$ cat config.mk
export PLATFORM = sky130hd
export DESIGN_NAME = bert_engine
export DESIGN_NICKNAME = d
export VERILOG_FILES = /design/src/rtl/bert_pkg.sv /design/src/rtl/bert_gen.sv /design/src/rtl/bert_inject.sv /design/src/rtl/bert_tally.sv /design/src/rtl/bert_check.sv /design/src/rtl/bert_engine.sv
export SDC_FILE = /design/constraint.sdc
export NUM_CORES = 1
export LEC_CHECK = 0
export ABC_AREA = 1
export BUFFER_PORTS_ARGS = -buffer_cell sky130_fd_sc_hd__buf_2
export CAP_MARGIN = 20
export CORE_MARGIN = 5
export CORE_UTILIZATION = 45
export CTS_BUF_LIST = sky130_fd_sc_hd__clkbuf_4
export DETAILED_ROUTE_END_ITERATION = 8
export GPL_ROUTABILITY_DRIVEN = 0
export PLACE_DENSITY_LB_ADDON = 0.15
export SYNTH_ARGS = -nofsm -noshare
export SYNTH_HDL_FRONTEND = slang
export SYNTH_HIERARCHICAL = 1
export SYNTH_SLANG_ARGS = --single-unit
$ cat constraint.sdc
create_clock -name clk -period 13.2 [get_ports clk]
set_clock_uncertainty 0.2 [all_clocks]
set_input_delay 2.64 -clock clk [delete_from_list [all_inputs] [get_ports clk]]
set_output_delay 2.64 -clock clk [all_outputs]
set_load 0.02 [all_outputs]
$ cat src/rtl/bert_pkg.sv
package bert_pkg;

  typedef enum logic [1:0] {
    PAT_PRBS15 = 2'd0,
    PAT_QRSS   = 2'd1,
    PAT_USER   = 2'd2,
    PAT_FIXED  = 2'd3
  } pat_e;

  localparam int unsigned ST_W     = 32;            // history register width
  localparam int unsigned MAX_LEN  = 32;            // longest repeating word
  localparam int unsigned LEN_W    = 6;
  localparam int unsigned P15_A    = 14;            // taps of x^15+x^14+1
  localparam int unsigned P15_B    = 13;
  localparam int unsigned Q20_A    = 19;            // taps of x^20+x^17+1
  localparam int unsigned Q20_B    = 16;
  localparam int unsigned ZRUN     = 14;            // longest zero run allowed
  localparam logic [ST_W-1:0] FIXED_WORD = 32'hFE00_0381;

  function automatic logic [LEN_W-1:0] eff_len(input logic [LEN_W-1:0] len);
    if (len == '0 || len > LEN_W'(MAX_LEN)) return LEN_W'(MAX_LEN);
    return len;
  endfunction

  // next raw sequence bit from a history (bit 0 = newest)
  function automatic logic seq_bit(input pat_e p, input logic [ST_W-1:0] st,
                                   input logic [LEN_W-1:0] len);
    logic [4:0] idx;
    idx = 5'(len - 1'b1);
    case (p)
      PAT_PRBS15: return st[P15_A] ^ st[P15_B];
      PAT_QRSS:   return st[Q20_A] ^ st[Q20_B];
      default:    return st[idx];
    endcase
  endfunction

  function automatic logic force_one(input pat_e p, input logic [ST_W-1:0] st);
    return (p == PAT_QRSS) && (st[ZRUN-1:0] == '0);
  endfunction

endpackage

$ cat src/rtl/bert_gen.sv
module bert_gen
  import bert_pkg::*;
(
  input  logic             clk,
  input  logic             rst_n,
  input  logic             restart,
  input  pat_e             pat,
  input  logic [LEN_W-1:0] len,
  input  logic [ST_W-1:0]  word,
  input  logic             adv,
  output logic             pat_bit
);

  logic [ST_W-1:0] st_q, st_d, seed;
  logic            nxt;

  always_comb begin
    for (int k = 0; k < ST_W; k++) begin
      if (pat == PAT_PRBS15 || pat == PAT_QRSS) seed[k] = 1'b1;
      else if (k < int'(len))                   seed[k] = word[5'(int'(len) - 1 - k)];
      else                                      seed[k] = 1'b0;
    end
  end

  always_comb begin
    nxt     = seq_bit(pat, st_q, len);
    pat_bit = nxt | force_one(pat, st_q);
    st_d    = st_q;
    if (restart)  st_d = seed;
    else if (adv) st_d = {st_q[ST_W-2:0], nxt};
  end

  always_ff @(posedge clk or negedge rst_n) begin
    if (!rst_n) st_q <= '1;
    else        st_q <= st_d;
  end

  // the short sequence never reaches its all-zero lock-up state
  a_r2_lfsr_alive: assert property (@(posedge clk) disable iff (!rst_n)
    (pat == PAT_PRBS15 && !restart) |-> (st_q[P15_A:0] != '0));
  // same for the long sequence behind the suppressed stream
  a_r3_lfsr_alive: assert property (@(posedge clk) disable iff (!rst_n)
    (pat == PAT_QRSS && !restart) |-> (st_q[Q20_A:0] != '0));

endmodule

$ cat src/rtl/bert_inject.sv
module bert_inject #(
  parameter int unsigned RATE_CW = 24,
  parameter int unsigned LIM_W   = 16
) (
  input  logic             clk,
  input  logic             rst_n,
  input  logic             adv,
  input  logic             one,
  input  logic             cont,
  input  logic [2:0]       rate,
  input  logic [LIM_W-1:0] limit,
  output logic             flip
);

  logic               pend_q, pend_d;
  logic [RATE_CW-1:0] cnt_q, cnt_d, period;
  logic [LIM_W-1:0]   ninj_q, ninj_d;
  logic               lim_hit, fire_c;

  function automatic logic [RATE_CW-1:0] rate_period(input logic [2:0] code);
    logic [RATE_CW-1:0] p;
    p = RATE_CW'(10);
    for (int i = 2; i <= 7; i++)
      if (int'(code) >= i) p = p * RATE_CW'(10);
    return p;
  endfunction

  always_comb begin
    period  = rate_period(rate);
    lim_hit = (limit != '0) && (ninj_q >= limit);
    fire_c  = cont && !lim_hit && (cnt_q == period - 1'b1);
    flip    = pend_q | fire_c;

    pend_d = pend_q;
    if (adv) pend_d = 1'b0;
    if (one) pend_d = 1'b1;

    cnt_d = cnt_q;
    if (!cont)    cnt_d = '0;
    else if (adv) cnt_d = (cnt_q >= period - 1'b1) ? '0 : cnt_q + 1'b1;

    ninj_d = ninj_q;
    if (!cont)                                  ninj_d = '0;
    else if (adv && fire_c && ninj_q != '1)     ninj_d = ninj_q + 1'b1;
  end

  always_ff @(posedge clk or negedge rst_n) begin
    if (!rst_n) begin
      pend_q <= 1'b0;
      cnt_q  <= '0;
      ninj_q <= '0;
    end else begin
      pend_q <= pend_d;
      cnt_q  <= cnt_d;
      ninj_q <= ninj_d;
    end
  end

  // a pending single error is used up by the bit it lands on
  a_r7_single_consumed: assert property (@(posedge clk) disable iff (!rst_n)
    (pend_q && adv && !one) |=> !pend_q);
  // after a bit with a steady rate the spacing counter stays below the period
  a_r8_spacing_range: assert property (@(posedge clk) disable iff (!rst_n)
    ($past(adv) && $past(cont) && cont && $stable(rate)) |-> (cnt_q < period));
  // at the cap no continuous inversion reaches the stream
  a_r9_cap_holds: assert property (@(posedge clk) disable iff (!rst_n)
    (cont && limit != '0 && ninj_q >= limit && !pend_q) |-> !flip);

endmodule

$ cat src/rtl/bert_tally.sv
module bert_tally #(
  parameter int unsigned CNT_W = 32
) (
  input  logic             clk,
  input  logic             rst_n,
  input  logic             inc_bit,
  input  logic             inc_err,
  input  logic             latch,
  output logic [CNT_W-1:0] bit_count,
  output logic [CNT_W-1:0] err_count
);

  localparam logic [CNT_W-1:0] CMAX = '1;

  logic [CNT_W-1:0] rb_q, rb_d, re_q, re_d, sb_q, sb_d, se_q, se_d;

  always_comb begin
    sb_d = sb_q;
    se_d = se_q;
    if (latch) begin
      sb_d = rb_q;
      se_d = re_q;
      rb_d = CNT_W'(inc_bit);
      re_d = CNT_W'(inc_err);
    end else begin
      rb_d = (inc_bit && rb_q != CMAX) ? rb_q + 1'b1 : rb_q;
      re_d = (inc_err && re_q != CMAX) ? re_q + 1'b1 : re_q;
    end
  end

  always_ff @(posedge clk or negedge rst_n) begin
    if (!rst_n) begin
      rb_q <= '0;
      re_q <= '0;
      sb_q <= '0;
      se_q <= '0;
    end else begin
      rb_q <= rb_d;
      re_q <= re_d;
      sb_q <= sb_d;
      se_q <= se_d;
    end
  end

  assign bit_count = sb_q;
  assign err_count = se_q;

  // errors are only counted alongside bits, so they never lead
  a_r11_err_not_above_bits: assert property (@(posedge clk) disable iff (!rst_n)
    re_q <= rb_q);
  // a full counter stays full until latched
  a_r12_saturate: assert property (@(posedge clk) disable iff (!rst_n)
    (rb_q == CMAX && !latch) |=> (rb_q == CMAX));
  // latching restarts the running count
  a_r12_latch_clears: assert property (@(posedge clk) disable iff (!rst_n)
    latch |=> (rb_q <= CNT_W'(1)));

endmodule

$ cat src/rtl/bert_check.sv
module bert_check
  import bert_pkg::*;
#(
  parameter int unsigned SYNC_RUN = 32,
  parameter int unsigned LOSS_WIN = 64,
  parameter int unsigned LOSS_ERR = 6
) (
  input  logic             clk,
  input  logic             rst_n,
  input  logic             restart,
  input  pat_e             pat,
  input  logic [LEN_W-1:0] len,
  input  logic             adv,
  input  logic             rx_bit,
  output logic             locked,
  output logic             cnt_bit,
  output logic             cnt_err
);

  localparam int unsigned RUN_W  = $clog2(SYNC_RUN + 1);
  localparam int unsigned WIN_W  = $clog2(LOSS_WIN);
  localparam int unsigned LERR_W = $clog2(LOSS_ERR + 1);

  logic [ST_W-1:0]   ref_q, ref_d;
  logic [RUN_W-1:0]  run_q, run_d;
  logic [WIN_W-1:0]  win_q, win_d;
  logic [LERR_W-1:0] nerr_q, nerr_d, nerr_new;
  logic              lock_q, lock_d;
  logic              exp_seq, exp_bit, miss;

  always_comb begin
    exp_seq  = seq_bit(pat, ref_q, len);
    exp_bit  = exp_seq | force_one(pat, ref_q);
    miss     = rx_bit != exp_bit;
    nerr_new = nerr_q + LERR_W'(miss);

    ref_d  = ref_q;
    run_d  = run_q;
    win_d  = win_q;
    nerr_d = nerr_q;
    lock_d = lock_q;

    if (adv) ref_d = {ref_q[ST_W-2:0], lock_q ? exp_seq : rx_bit};

    if (restart) begin
      lock_d = 1'b0;
      run_d  = '0;
    end else if (adv && !lock_q) begin
      if (miss) run_d = '0;
      else if (run_q == RUN_W'(SYNC_RUN - 1)) begin
        lock_d = 1'b1;
        run_d  = '0;
        win_d  = '0;
        nerr_d = '0;
      end else run_d = run_q + 1'b1;
    end else if (adv) begin
      if (nerr_new >= LERR_W'(LOSS_ERR)) begin
        lock_d = 1'b0;
        run_d  = '0;
      end else if (win_q == WIN_W'(LOSS_WIN - 1)) begin
        win_d  = '0;
        nerr_d = '0;
      end else begin
        win_d  = win_q + 1'b1;
        nerr_d = nerr_new;
      end
    end
  end

  always_ff @(posedge clk or negedge rst_n) begin
    if (!rst_n) begin
      ref_q  <= '0;
      run_q  <= '0;
      win_q  <= '0;
      nerr_q <= '0;
      lock_q <= 1'b0;
    end else begin
      ref_q  <= ref_d;
      run_q  <= run_d;
      win_q  <= win_d;
      nerr_q <= nerr_d;
      lock_q <= lock_d;
    end
  end

  assign locked  = lock_q;
  assign cnt_bit = adv && lock_q;
  assign cnt_err = adv && lock_q && miss;

  // sync is entered only on the last matching bit of a full run
  a_r10_sync_after_run: assert property (@(posedge clk) disable iff (!rst_n)
    $rose(lock_q) |-> ($past(adv) && !$past(miss) && $past(run_q) == RUN_W'(SYNC_RUN - 1)));
  // sync is left only by a restart or the error that completes the block limit
  a_r10_loss_by_errors: assert property (@(posedge clk) disable iff (!rst_n)
    ($fell(lock_q) && !$past(restart)) |->
      ($past(adv) && $past(miss) && $past(nerr_q) == LERR_W'(LOSS_ERR - 1)));
  // a restart always leaves the checker hunting
  a_r6_restart_hunts: assert property (@(posedge clk) disable iff (!rst_n)
    restart |=> !lock_q);

endmodule

$ cat src/rtl/bert_engine.sv
module bert_engine
  import bert_pkg::*;
#(
  parameter int unsigned CNT_W   = 32,
  parameter int unsigned LIM_W   = 16,
  parameter int unsigned RATE_CW = 24
) (
  input  logic             clk,
  input  logic             rst_n,
  input  logic [1:0]       cfg_pat,
  input  logic [5:0]       cfg_len,
  input  logic [31:0]      cfg_word,
  input  logic             tx_en,
  output logic             tx_bit,
  input  logic             err_one,
  input  logic             err_cont,
  input  logic [2:0]       err_rate,
  input  logic [LIM_W-1:0] err_limit,
  input  logic             rx_en,
  input  logic             rx_bit,
  input  logic             cnt_latch,
  output logic             in_sync,
  output logic [CNT_W-1:0] bit_count,
  output logic [CNT_W-1:0] err_count
);

  localparam int unsigned CFG_W = 2 + LEN_W + ST_W;

  logic [1:0]       rs_q;
  logic             rst_i_n;
  logic [CFG_W-1:0] cfg_now, cfg_q;
  logic             seen_q, restart;
  pat_e             pat;
  logic [LEN_W-1:0] len_e;
  logic [ST_W-1:0]  word_e;
  logic             pat_bit, flip, cnt_bit, cnt_err;

  // asynchronous assertion, synchronous release
  always_ff @(posedge clk or negedge rst_n) begin
    if (!rst_n) rs_q <= '0;
    else        rs_q <= {rs_q[0], 1'b1};
  end
  assign rst_i_n = rs_q[1];

  assign cfg_now = {cfg_pat, cfg_len, cfg_word};

  always_ff @(posedge clk or negedge rst_i_n) begin
    if (!rst_i_n) begin
      cfg_q  <= '0;
      seen_q <= 1'b0;
    end else begin
      cfg_q  <= cfg_now;
      seen_q <= 1'b1;
    end
  end

  always_comb begin
    restart = !seen_q || (cfg_now != cfg_q);
    pat     = pat_e'(cfg_pat);
    len_e   = (pat == PAT_FIXED) ? LEN_W'(MAX_LEN) : eff_len(cfg_len);
    word_e  = (pat == PAT_FIXED) ? FIXED_WORD : cfg_word;
  end

  bert_gen u_gen (
    .clk(clk), .rst_n(rst_i_n), .restart(restart), .pat(pat),
    .len(len_e), .word(word_e), .adv(tx_en), .pat_bit(pat_bit)
  );

  bert_inject #(.RATE_CW(RATE_CW), .LIM_W(LIM_W)) u_inj (
    .clk(clk), .rst_n(rst_i_n), .adv(tx_en), .one(err_one), .cont(err_cont),
    .rate(err_rate), .limit(err_limit), .flip(flip)
  );

  assign tx_bit = pat_bit ^ flip;

  bert_check u_chk (
    .clk(clk), .rst_n(rst_i_n), .restart(restart), .pat(pat), .len(len_e),
    .adv(rx_en), .rx_bit(rx_bit), .locked(in_sync),
    .cnt_bit(cnt_bit), .cnt_err(cnt_err)
  );

  bert_tally #(.CNT_W(CNT_W)) u_tally (
    .clk(clk), .rst_n(rst_i_n), .inc_bit(cnt_bit), .inc_err(cnt_err),
    .latch(cnt_latch), .bit_count(bit_count), .err_count(err_count)
  );

endmodule

==> results of run 1 <==
## routing by layer
layer	up-vias	part of all wire, %
met3	122	5.7
li1	12400	-
met5	-	0
met2	557	45
met1	11000	47
met4	0	2.6
## flip-flops by register name, indices dropped and copies added (netlist names)
| signal | cells |
|---|---|
| u_chk/locked | 1 |
| seen_q | 1 |
| cfg_q | 40 |
| u_tally/bit_count | 32 |
| u_inj/ninj_q | 16 |
| u_inj/pend_q | 1 |
| u_inj/cnt_q | 24 |
| rs_q | 2 |
| u_chk/win_q | 6 |
| u_chk/ref_q | 32 |
| u_chk/nerr_q | 3 |
| u_tally/re_q | 32 |
| u_tally/err_count | 32 |
| u_chk/run_q | 6 |
| u_gen/st_q | 32 |
| u_tally/rb_q | 32 |
## cells by family (layout without fill, tap and decap cells)
group           count (synthesis)  after routing
compound gates                334            334
xor+xnor                      105            105
fa+ha+maj                     136            136
buf+inv                       559            778
flops                         292            292
other cells                     2              6
simple gates                 2350           2350
## worst max-delay path: cells and delay by family
| family | cells | cell delay [ns] |
|---|---|---|
| xor gates and xnor gates | 2 | 0.28 |
| buffers and inverters | 10 | 0.87 |
| AOI/OAI and AO/OA | 3 | 0.42 |
| adders and majority gates | 9 | 2.68 |
| and+or+nand+nor | 25 | 2.99 |
## layout make-up
type | count | area (sq um)
clock inverter | 26 | 168
antenna | 3 | 7.51
inverter | 466 | 1770
clock buffer | 129 | 968
sequential | 292 | 7350
fill | 5612 | 26500
timing repair buffer | 157 | 851
tap | 696 | 871
multi-input combinational | 2928 | 15100
## metrics by stage
stage	power, W	setup TNS (ns)	cell area [sq um]	hold slack [ns]
2_1_floorplan	0.00180	0	24200	0.131
3_3_place_gp	0.00205	0	25400	0.0848
3_5_place_dp	0.00205	-0.0498	25400	0.0879
4_1_cts	0.00299	0	26500	0.0744
5_1_grt	0.00333	-0.181	27100	0.0985
6_report	0.00308	0	27100	0.0677
## repair_timing
| action | 4_1_cts | 5_1_grt |
|---|---|---|
| hold buffers | 0 | 0 |
| endpoints found under the setup margin | 1 | 1 |
| buffers inserted | 0 | 6 |
| resized for setup | 1 | 97 |
| pin swaps | 0 | 12 |
## cell usage after synthesis, types with 4 or more instances
| cell | n | area (sq um) |
|---|---|---|
| sky130_fd_sc_hd__o211ai_1 | 4 | 30.0 |
| sky130_fd_sc_hd__inv_2 | 15 | 56.3 |
| sky130_fd_sc_hd__xor2_1 | 63 | 552 |
| sky130_fd_sc_hd__o21ai_0 | 163 | 816 |
| sky130_fd_sc_hd__nor2_1 | 326 | 1220 |
| sky130_fd_sc_hd__nor2_4 | 12 | 135 |
| sky130_fd_sc_hd__dfstp_2 | 32 | 841 |
| sky130_fd_sc_hd__nor3b_1 | 7 | 52.6 |
| sky130_fd_sc_hd__clkbuf_1 | 38 | 143 |
| sky130_fd_sc_hd__o21ai_1 | 25 | 125 |
| sky130_fd_sc_hd__clkinv_1 | 4 | 15.0 |
| sky130_fd_sc_hd__nand3b_1 | 12 | 90.1 |
| sky130_fd_sc_hd__buf_1 | 4 | 15.0 |
| sky130_fd_sc_hd__inv_1 | 444 | 1670 |
| sky130_fd_sc_hd__o22ai_1 | 11 | 68.8 |
| sky130_fd_sc_hd__dfrtp_1 | 260 | 6510 |
| sky130_fd_sc_hd__nand3_2 | 9 | 90.1 |
| sky130_fd_sc_hd__nand2_2 | 31 | 194 |
| sky130_fd_sc_hd__nor3_1 | 32 | 160 |
| sky130_fd_sc_hd__xnor2_1 | 36 | 315 |
| sky130_fd_sc_hd__ha_1 | 134 | 1680 |
| sky130_fd_sc_hd__o31ai_1 | 16 | 120 |
| sky130_fd_sc_hd__buf_2 | 31 | 155 |
| sky130_fd_sc_hd__nor2_2 | 17 | 106 |
| sky130_fd_sc_hd__o21a_1 | 14 | 105 |
| sky130_fd_sc_hd__buf_6 | 10 | 113 |
| sky130_fd_sc_hd__nand4_1 | 48 | 300 |
| sky130_fd_sc_hd__a21oi_1 | 80 | 400 |
| sky130_fd_sc_hd__nand2_1 | 1446 | 5430 |
| sky130_fd_sc_hd__buf_4 | 8 | 60.1 |
| sky130_fd_sc_hd__nand2_4 | 13 | 146 |
| sky130_fd_sc_hd__nand3_1 | 368 | 1840 |
| sky130_fd_sc_hd__or2_2 | 5 | 31.3 |
| sky130_fd_sc_hd__xor2_2 | 4 | 65.1 |
| sky130_fd_sc_hd__nor4_1 | 13 | 81.3 |
## how the worst max path moves through the flow
stage,slack (ns),cells after the start,endpoint
3_5_place_dp,-0.05,58,tx_bit
6_report,0.49,49,tx_bit
5_1_grt,-0.18,59,tx_bit
3_3_place_gp,0.11,59,tx_bit
4_1_cts,0.008,58,tx_bit
2_1_floorplan,0.81,57,tx_bit
## power by group through the flow
| stage | Sequential, W | Combinational (W) | Clock (W) |
|---|---|---|---|
| 2_1_floorplan | 0.00100 | 0.000800 | 0 |
| 3_3_place_gp | 0.00100 | 0.00105 | 0 |
| 6_report | 0.000986 | 0.00119 | 0.000905 |
| 4_1_cts | 0.000986 | 0.00106 | 0.000945 |
| 5_1_grt | 0.000992 | 0.00135 | 0.000992 |
| 3_5_place_dp | 0.00100 | 0.00105 | 0 |
==> results.rst, run 1 <==
.. list-table::
   :header-rows: 1

   * - Metric
     - Value
   * - Worst reg2reg setup slack
     - 9.74 ns
   * - GRT overflow
     - 0
   * - Kind of path behind the tightest hold check
     - register to async pin
   * - Dominant combinational cell family by area after synthesis
     - simple AND/OR/NAND/NOR gates
   * - Part of the total power dissipated in sequential elements
     - 32.0%
   * - Post-route fraction of the period consumed by the critical path
     - 96.3%
   * - Peak fanout along the critical path
     - 6
   * - Share of the synthesized netlist area taken by xor and xnor gates
     - 4.08%
   * - TritonCTS clock tree
     - built
   * - Overall die area
     - 58500 sq um
   * - Pin count of the biggest net entering global routing
     - 83
   * - DIE HEIGHT
     - 242 um
   * - Pre-CTS worst setup slack
     - -0.0498 ns
   * - Std-Cell Core Area
     - 53600 sq um
   * - Async set-reset flop share out of synthesis
     - 100%
   * - Outcome
     - completed
   * - Post-synth design cell area
     - 24200 sq um
   * - Clock latency on the worst-skew pair
     - 0.82 ns
   * - Clock network fraction of total power
     - 29.3%
   * - Mean post-synth cell area
     - 6.41 sq um
   * - Detailed placement HPWL
     - 51.1 mm
   * - Number of top-level design ports
     - 133
   * - Placement Rows
     - 85
   * - R2r startpoint
     - u_chk/ref_q[10]
   * - Mapped Cells
     - 3778
   * - Antenna violations before repair
     - 2
   * - Fin nets
     - 4135
   * - Post-Synth Simple-Gate Area
     - 41.4%
   * - Final design utilization
     - 50.6%
   * - Worst reg2reg endpoint
     - u_tally/re_q[28]
   * - Switching share of power
     - 39.7%
   * - Clk Tree Root Cell
     - sky130_fd_sc_hd__clkbuf_4
   * - Final-report max-slew violation count
     - 0
   * - Sequential fraction of the synthesis area
     - 30.4%
   * - GR met1 Demand/Resource
     - 31.8%
   * - Number of sinks driven by the clock tree
     - 292
   * - Class of the most critical setup path
     - input pin to output port
   * - Number of flops mapped to enable cells by yosys
     - 0
   * - Number of DRC markers in iteration 0
     - 1595
   * - Total placed cells including tap cells
     - 4533
   * - Endpoints failing hold
     - 0
   * - GRT met2 Usage
     - 35.6%
   * - Slew headroom
     - 29.1%
   * - Global Route met3 Usage
     - 4.58%
   * - Final Critical Period
     - 12.71 ns
   * - Worst-case reg-to-reg path depth
     - 11
   * - Post-detailed-route wirelength per cell
     - 14.6 um
   * - Int Pwr
     - 0.00186 W
   * - Total iterations of the first detailed-routing run
     - 7
   * - Main flop type after synthesis
     - sky130_fd_sc_hd__dfrtp_1
   * - NetSw
     - 0.00122 W
   * - Combinational cell fraction of total power
     - 38.7%
   * - DRC violations left
     - 0
   * - Number of cells in the finished layout apart from fillers
     - 4697
   * - Drt via density
     - 5.11
   * - Count of cell types in the netlist
     - 63
   * - Worst IR Drop VDD
     - 65.9 uV
   * - # setup viols final
     - 0
   * - Mux cell area share after synthesis
     - 0%
   * - Flop and latch count out of synthesis
     - 292
   * - Total detailed-routing wirelength
     - 68.6 mm
   * - Number of global-route vias before repair
     - 22.5k
   * - Chip Width
     - 242 um
   * - Area growth, synth to finish
     - 11.9%
   * - Number of maximum-capacitance constraint violations
     - 0
   * - Area share of fa/ha/maj cells after synthesis
     - 7.09%
   * - Worst path arrival time
     - 9.87 ns
   * - Commonest non-fill, non-tap cells in the layout
     - sky130_fd_sc_hd__nand2_1, sky130_fd_sc_hd__inv_1, sky130_fd_sc_hd__nand3_1
   * - Commonest non-fill, non-tap cell in the layout
     - sky130_fd_sc_hd__nand2_1
   * - Post-route worst setup slack
     - 0.491 ns
   * - Busiest grt layer
     - met2
   * - CP required
     - 10.36 ns
   * - Effective utilization at floorplan
     - 45.2%
   * - Count of input and output buffers
     - 132
   * - Global routing usage summed across all routing layers
     - 22.7%
   * - Worst slew pin tran
     - 1.06 ns
   * - TritonCTS Buffers
     - 87
   * - Static power due to leakage
     - 14.3 nW
   * - Count of nets left with antenna violations after detail routing
     - 0
   * - Buffer depth of the longest clock path
     - 3
   * - Clock slew seen by the registers of the worst setup and hold paths
     - 0.06 ns
   * - Power Density
     - 114 nW/um^2
   * - Critical path launch point
     - err_rate[1]
   * - DR vias
     - 24.0k
   * - Critical Path Max Stage Delay
     - 0.44 ns
   * - Startpoint type of the worst setup path
     - input pin
   * - Most common cell on crit path
     - sky130_fd_sc_hd__nand2_1
   * - Wire length of the first global-routing pass
     - 113 mm
   * - Max stage delay cell, worst path
     - sky130_fd_sc_hd__fa_2
   * - Synthesized-area fraction occupied by ao, oa, aoi and oai cells
     - 7.62%
   * - Share of layout cells above drive strength 1
     - 13.5%
   * - Warnings, synthesis
     - 6
   * - Number of levels the H-tree was split into
     - 3
   * - Type of element capturing the critical path
     - output port
   * - Timing-limited maximum frequency
     - 78.7 MHz
(Power assumes the default switching activity.)
==> inputs of run 2 (changes only) <==
--- a/config.mk
+++ b/config.mk
@@ -6,8 +6,7 @@
 export NUM_CORES = 1
 export LEC_CHECK = 0
 export ABC_AREA = 1
-export BUFFER_PORTS_ARGS = -buffer_cell sky130_fd_sc_hd__buf_2
-export CAP_MARGIN = 20
+export BUFFER_PORTS_ARGS = -buffer_cell sky130_fd_sc_hd__clkbuf_2
 export CORE_MARGIN = 5
 export CORE_UTILIZATION = 45
 export CTS_BUF_LIST = sky130_fd_sc_hd__clkbuf_4
==> run 2 against run 1 <==
Largest power group unchanged. Design area down 0.54%. Critical endpoint unchanged. Fmax up 0.55%. Die area stayed put. Wire length decreased by 0.96%. Critical path type unchanged. Critical path depth rose by 6.
==> results.rst, run 2 (synthesis results as in run 1) <==
.. list-table::
   :header-rows: 1

   * - Metric
     - Value
   * - Commonest non-fill, non-tap cells in the layout
     - sky130_fd_sc_hd__nand2_1, sky130_fd_sc_hd__inv_1, sky130_fd_sc_hd__nand3_1
   * - DR vias
     - 23.9k
   * - Power Density
     - 111 nW/um^2
   * - Overall die area
     - 58500 sq um
   * - CP required
     - 10.36 ns
   * - Filler Cells Inserted
     - 5602
   * - Type of element capturing the critical path
     - output port
   * - Placement Rows
     - 85
   * - Total detailed-routing wirelength
     - 68.0 mm
   * - Detailed placement HPWL
     - 50.9 mm
   * - Std-Cell Core Area
     - 53600 sq um
   * - Number of maximum-capacitance constraint violations
     - 0
   * - DRC violations left
     - 0
   * - Number of levels the H-tree was split into
     - 3
   * - Top cell family by delay on the critical path
     - simple AND/OR/NAND/NOR gates
   * - Clock slew seen by the registers of the worst setup and hold paths
     - 0.06 ns
   * - Clock latency on the worst-skew pair
     - 0.83 ns
   * - DIE HEIGHT
     - 242 um
   * - Class of the most critical setup path
     - input pin to output port
   * - Commonest non-fill, non-tap cell in the layout
     - sky130_fd_sc_hd__nand2_1
   * - Pin count of the biggest net entering global routing
     - 86
   * - Worst IR Drop VDD
     - 91.3 uV
   * - Chip Width
     - 242 um
   * - Critical Path Max Stage Delay
     - 0.40 ns
   * - Clk Tree Root Cell
     - sky130_fd_sc_hd__clkbuf_4
   * - TritonCTS Buffers
     - 83
   * - Most flop-heavy register
     - cfg_q
   * - Total iterations of the first detailed-routing run
     - 6
   * - Number of top-level design ports
     - 133
   * - TritonCTS clock tree
     - built
   * - Drt via density
     - 5.10
   * - Outcome
     - completed
   * - Endpoints failing hold
     - 0
   * - GRT overflow
     - 0
   * - Critical hold path startpoint
     - rs_q[0]
   * - Wire length of the first global-routing pass
     - 111 mm
   * - Count of input and output buffers
     - 132
   * - Final-report max-slew violation count
     - 0
   * - Count of nets left with antenna violations after detail routing
     - 0
   * - Final Critical Period
     - 12.64 ns
   * - Worst path arrival time
     - 9.80 ns
   * - Static power due to leakage
     - 14.2 nW
   * - # setup viols final
     - 0
   * - Kind of path behind the tightest hold check
     - register to register
   * - R2r startpoint
     - u_chk/ref_q[10]
   * - Effective utilization at floorplan
     - 45.2%
   * - Crit path buf inv count
     - 10
   * - Global routing usage summed across all routing layers
     - 22.4%
   * - Number of DRC markers in iteration 0
     - 1661
   * - Max reg flops
     - 40
   * - Peak fanout along the critical path
     - 6
   * - Placed inst area
     - 25400 sq um
   * - Antenna violations before repair
     - 2
   * - Startpoint type of the worst setup path
     - input pin
   * - Fin nets
     - 4131
   * - Post-route fraction of the period consumed by the critical path
     - 95.8%
   * - Number of global-route vias before repair
     - 22.1k
   * - Share of layout cells above drive strength 1
     - 13.2%
   * - Number of sinks driven by the clock tree
     - 292
   * - Worst hold slack
     - 0.149 ns
   * - Area of all placed cells without fillers
     - 27000 sq um
   * - Slew headroom
     - 27.7%
   * - Worst slew pin tran
     - 1.08 ns
   * - Critical path launch point
     - err_rate[2]
   * - Max stage delay cell, worst path
     - sky130_fd_sc_hd__fa_2
   * - Post-detailed-route wirelength per cell
     - 14.5 um
   * - Most common cell on crit path
     - sky130_fd_sc_hd__nand2_1
   * - Buffer depth of the longest clock path
     - 3
   * - Area growth, synth to finish
     - 11.3%
   * - Timing-limited maximum frequency
     - 79.1 MHz
run 2: changes by cell type in the layout (fill, tap and decap cells not counted), moves of 2 or more:
cell	previous run	this run
sky130_fd_sc_hd__buf_2	131	1
sky130_fd_sc_hd__clkbuf_2	0	129
sky130_fd_sc_hd__nand2_1	1427	1437
sky130_fd_sc_hd__nand2_2	50	40
sky130_fd_sc_hd__inv_1	441	432
sky130_fd_sc_hd__inv_2	19	28
sky130_fd_sc_hd__clkbuf_4	129	123
sky130_fd_sc_hd__a21oi_2	14	9
sky130_fd_sc_hd__a21oi_1	67	71
sky130_fd_sc_hd__bufinv_16	2	0
sky130_fd_sc_hd__ha_2	4	6
sky130_fd_sc_hd__ha_4	26	24
run 2: what timing repair did:
action                     4_1_cts  5_1_grt
setup buffers                    0        4
hold buffers                     0        0
resized for setup                0       96
setup endpoints to repair        0        1
run 2: per-stage QoR:
step / TNS [ns] / std cells / util, % / power [W] / worst slack (ns)
floorplan: 0 / 3779 / - / 0.00180 / 0.807
global placement: 0 / 4535 / 47.4 / 0.00205 / 0.247
detailed placement: 0 / 4535 / 47.4 / 0.00205 / 0.0892
CTS: 0 / 4682 / 49.3 / 0.00293 / 0.0547
global route: -0.0892 / 4688 / 50.3 / 0.00324 / -0.0892
finish: 0 / 4688 / 50.3 / 0.00300 / 0.560
run 2: layout make-up:
type / count / area (sq um) / share of cell area [%]
timing repair buffer: 157 / 853 / 3.17
sequential: 292 / 7350 / 27.3
clock buffer: 122 / 916 / 3.40
tap: 696 / 871 / 3.23
multi-input combinational: 2928 / 15100 / 55.9
inverter: 466 / 1770 / 6.56
antenna: 2 / 5.00 / 0.0186
clock inverter: 25 / 128 / 0.474
run 2: routing by layer:
metal | vias to the layer above | GRT usage, % | part of all wire, %
met2 | 537 | 35.5 | 45
met1 | 10900 | 31.7 | 48
li1 | 12300 | - | -
met5 | - | 0 | 0
met4 | 0 | 5.74 | 2.0
met3 | 99 | 4.17 | 5.3
run 2: report_power, final:
group / internal, W / switching (W)
logic: 0.000408 / 0.000761
registers: 0.000951 / 0.0000363
clock network: 0.000428 / 0.000414
total: 0.00179 / 0.00121
run 2: worst paths after layout:
kind                       slack, ns                    to  depth (start not counted)
max in group asynchronous      10.50       u_inj/ninj_q[9]                          2
setup / recovery                0.56                tx_bit                         55
hold reg to reg                 0.15               rs_q[1]                          0
setup reg to reg                9.75      u_tally/re_q[26]                         11
min in group asynchronous       0.17  u_tally/bit_count[7]                          0
hold / removal                  0.15               rs_q[1]                          0
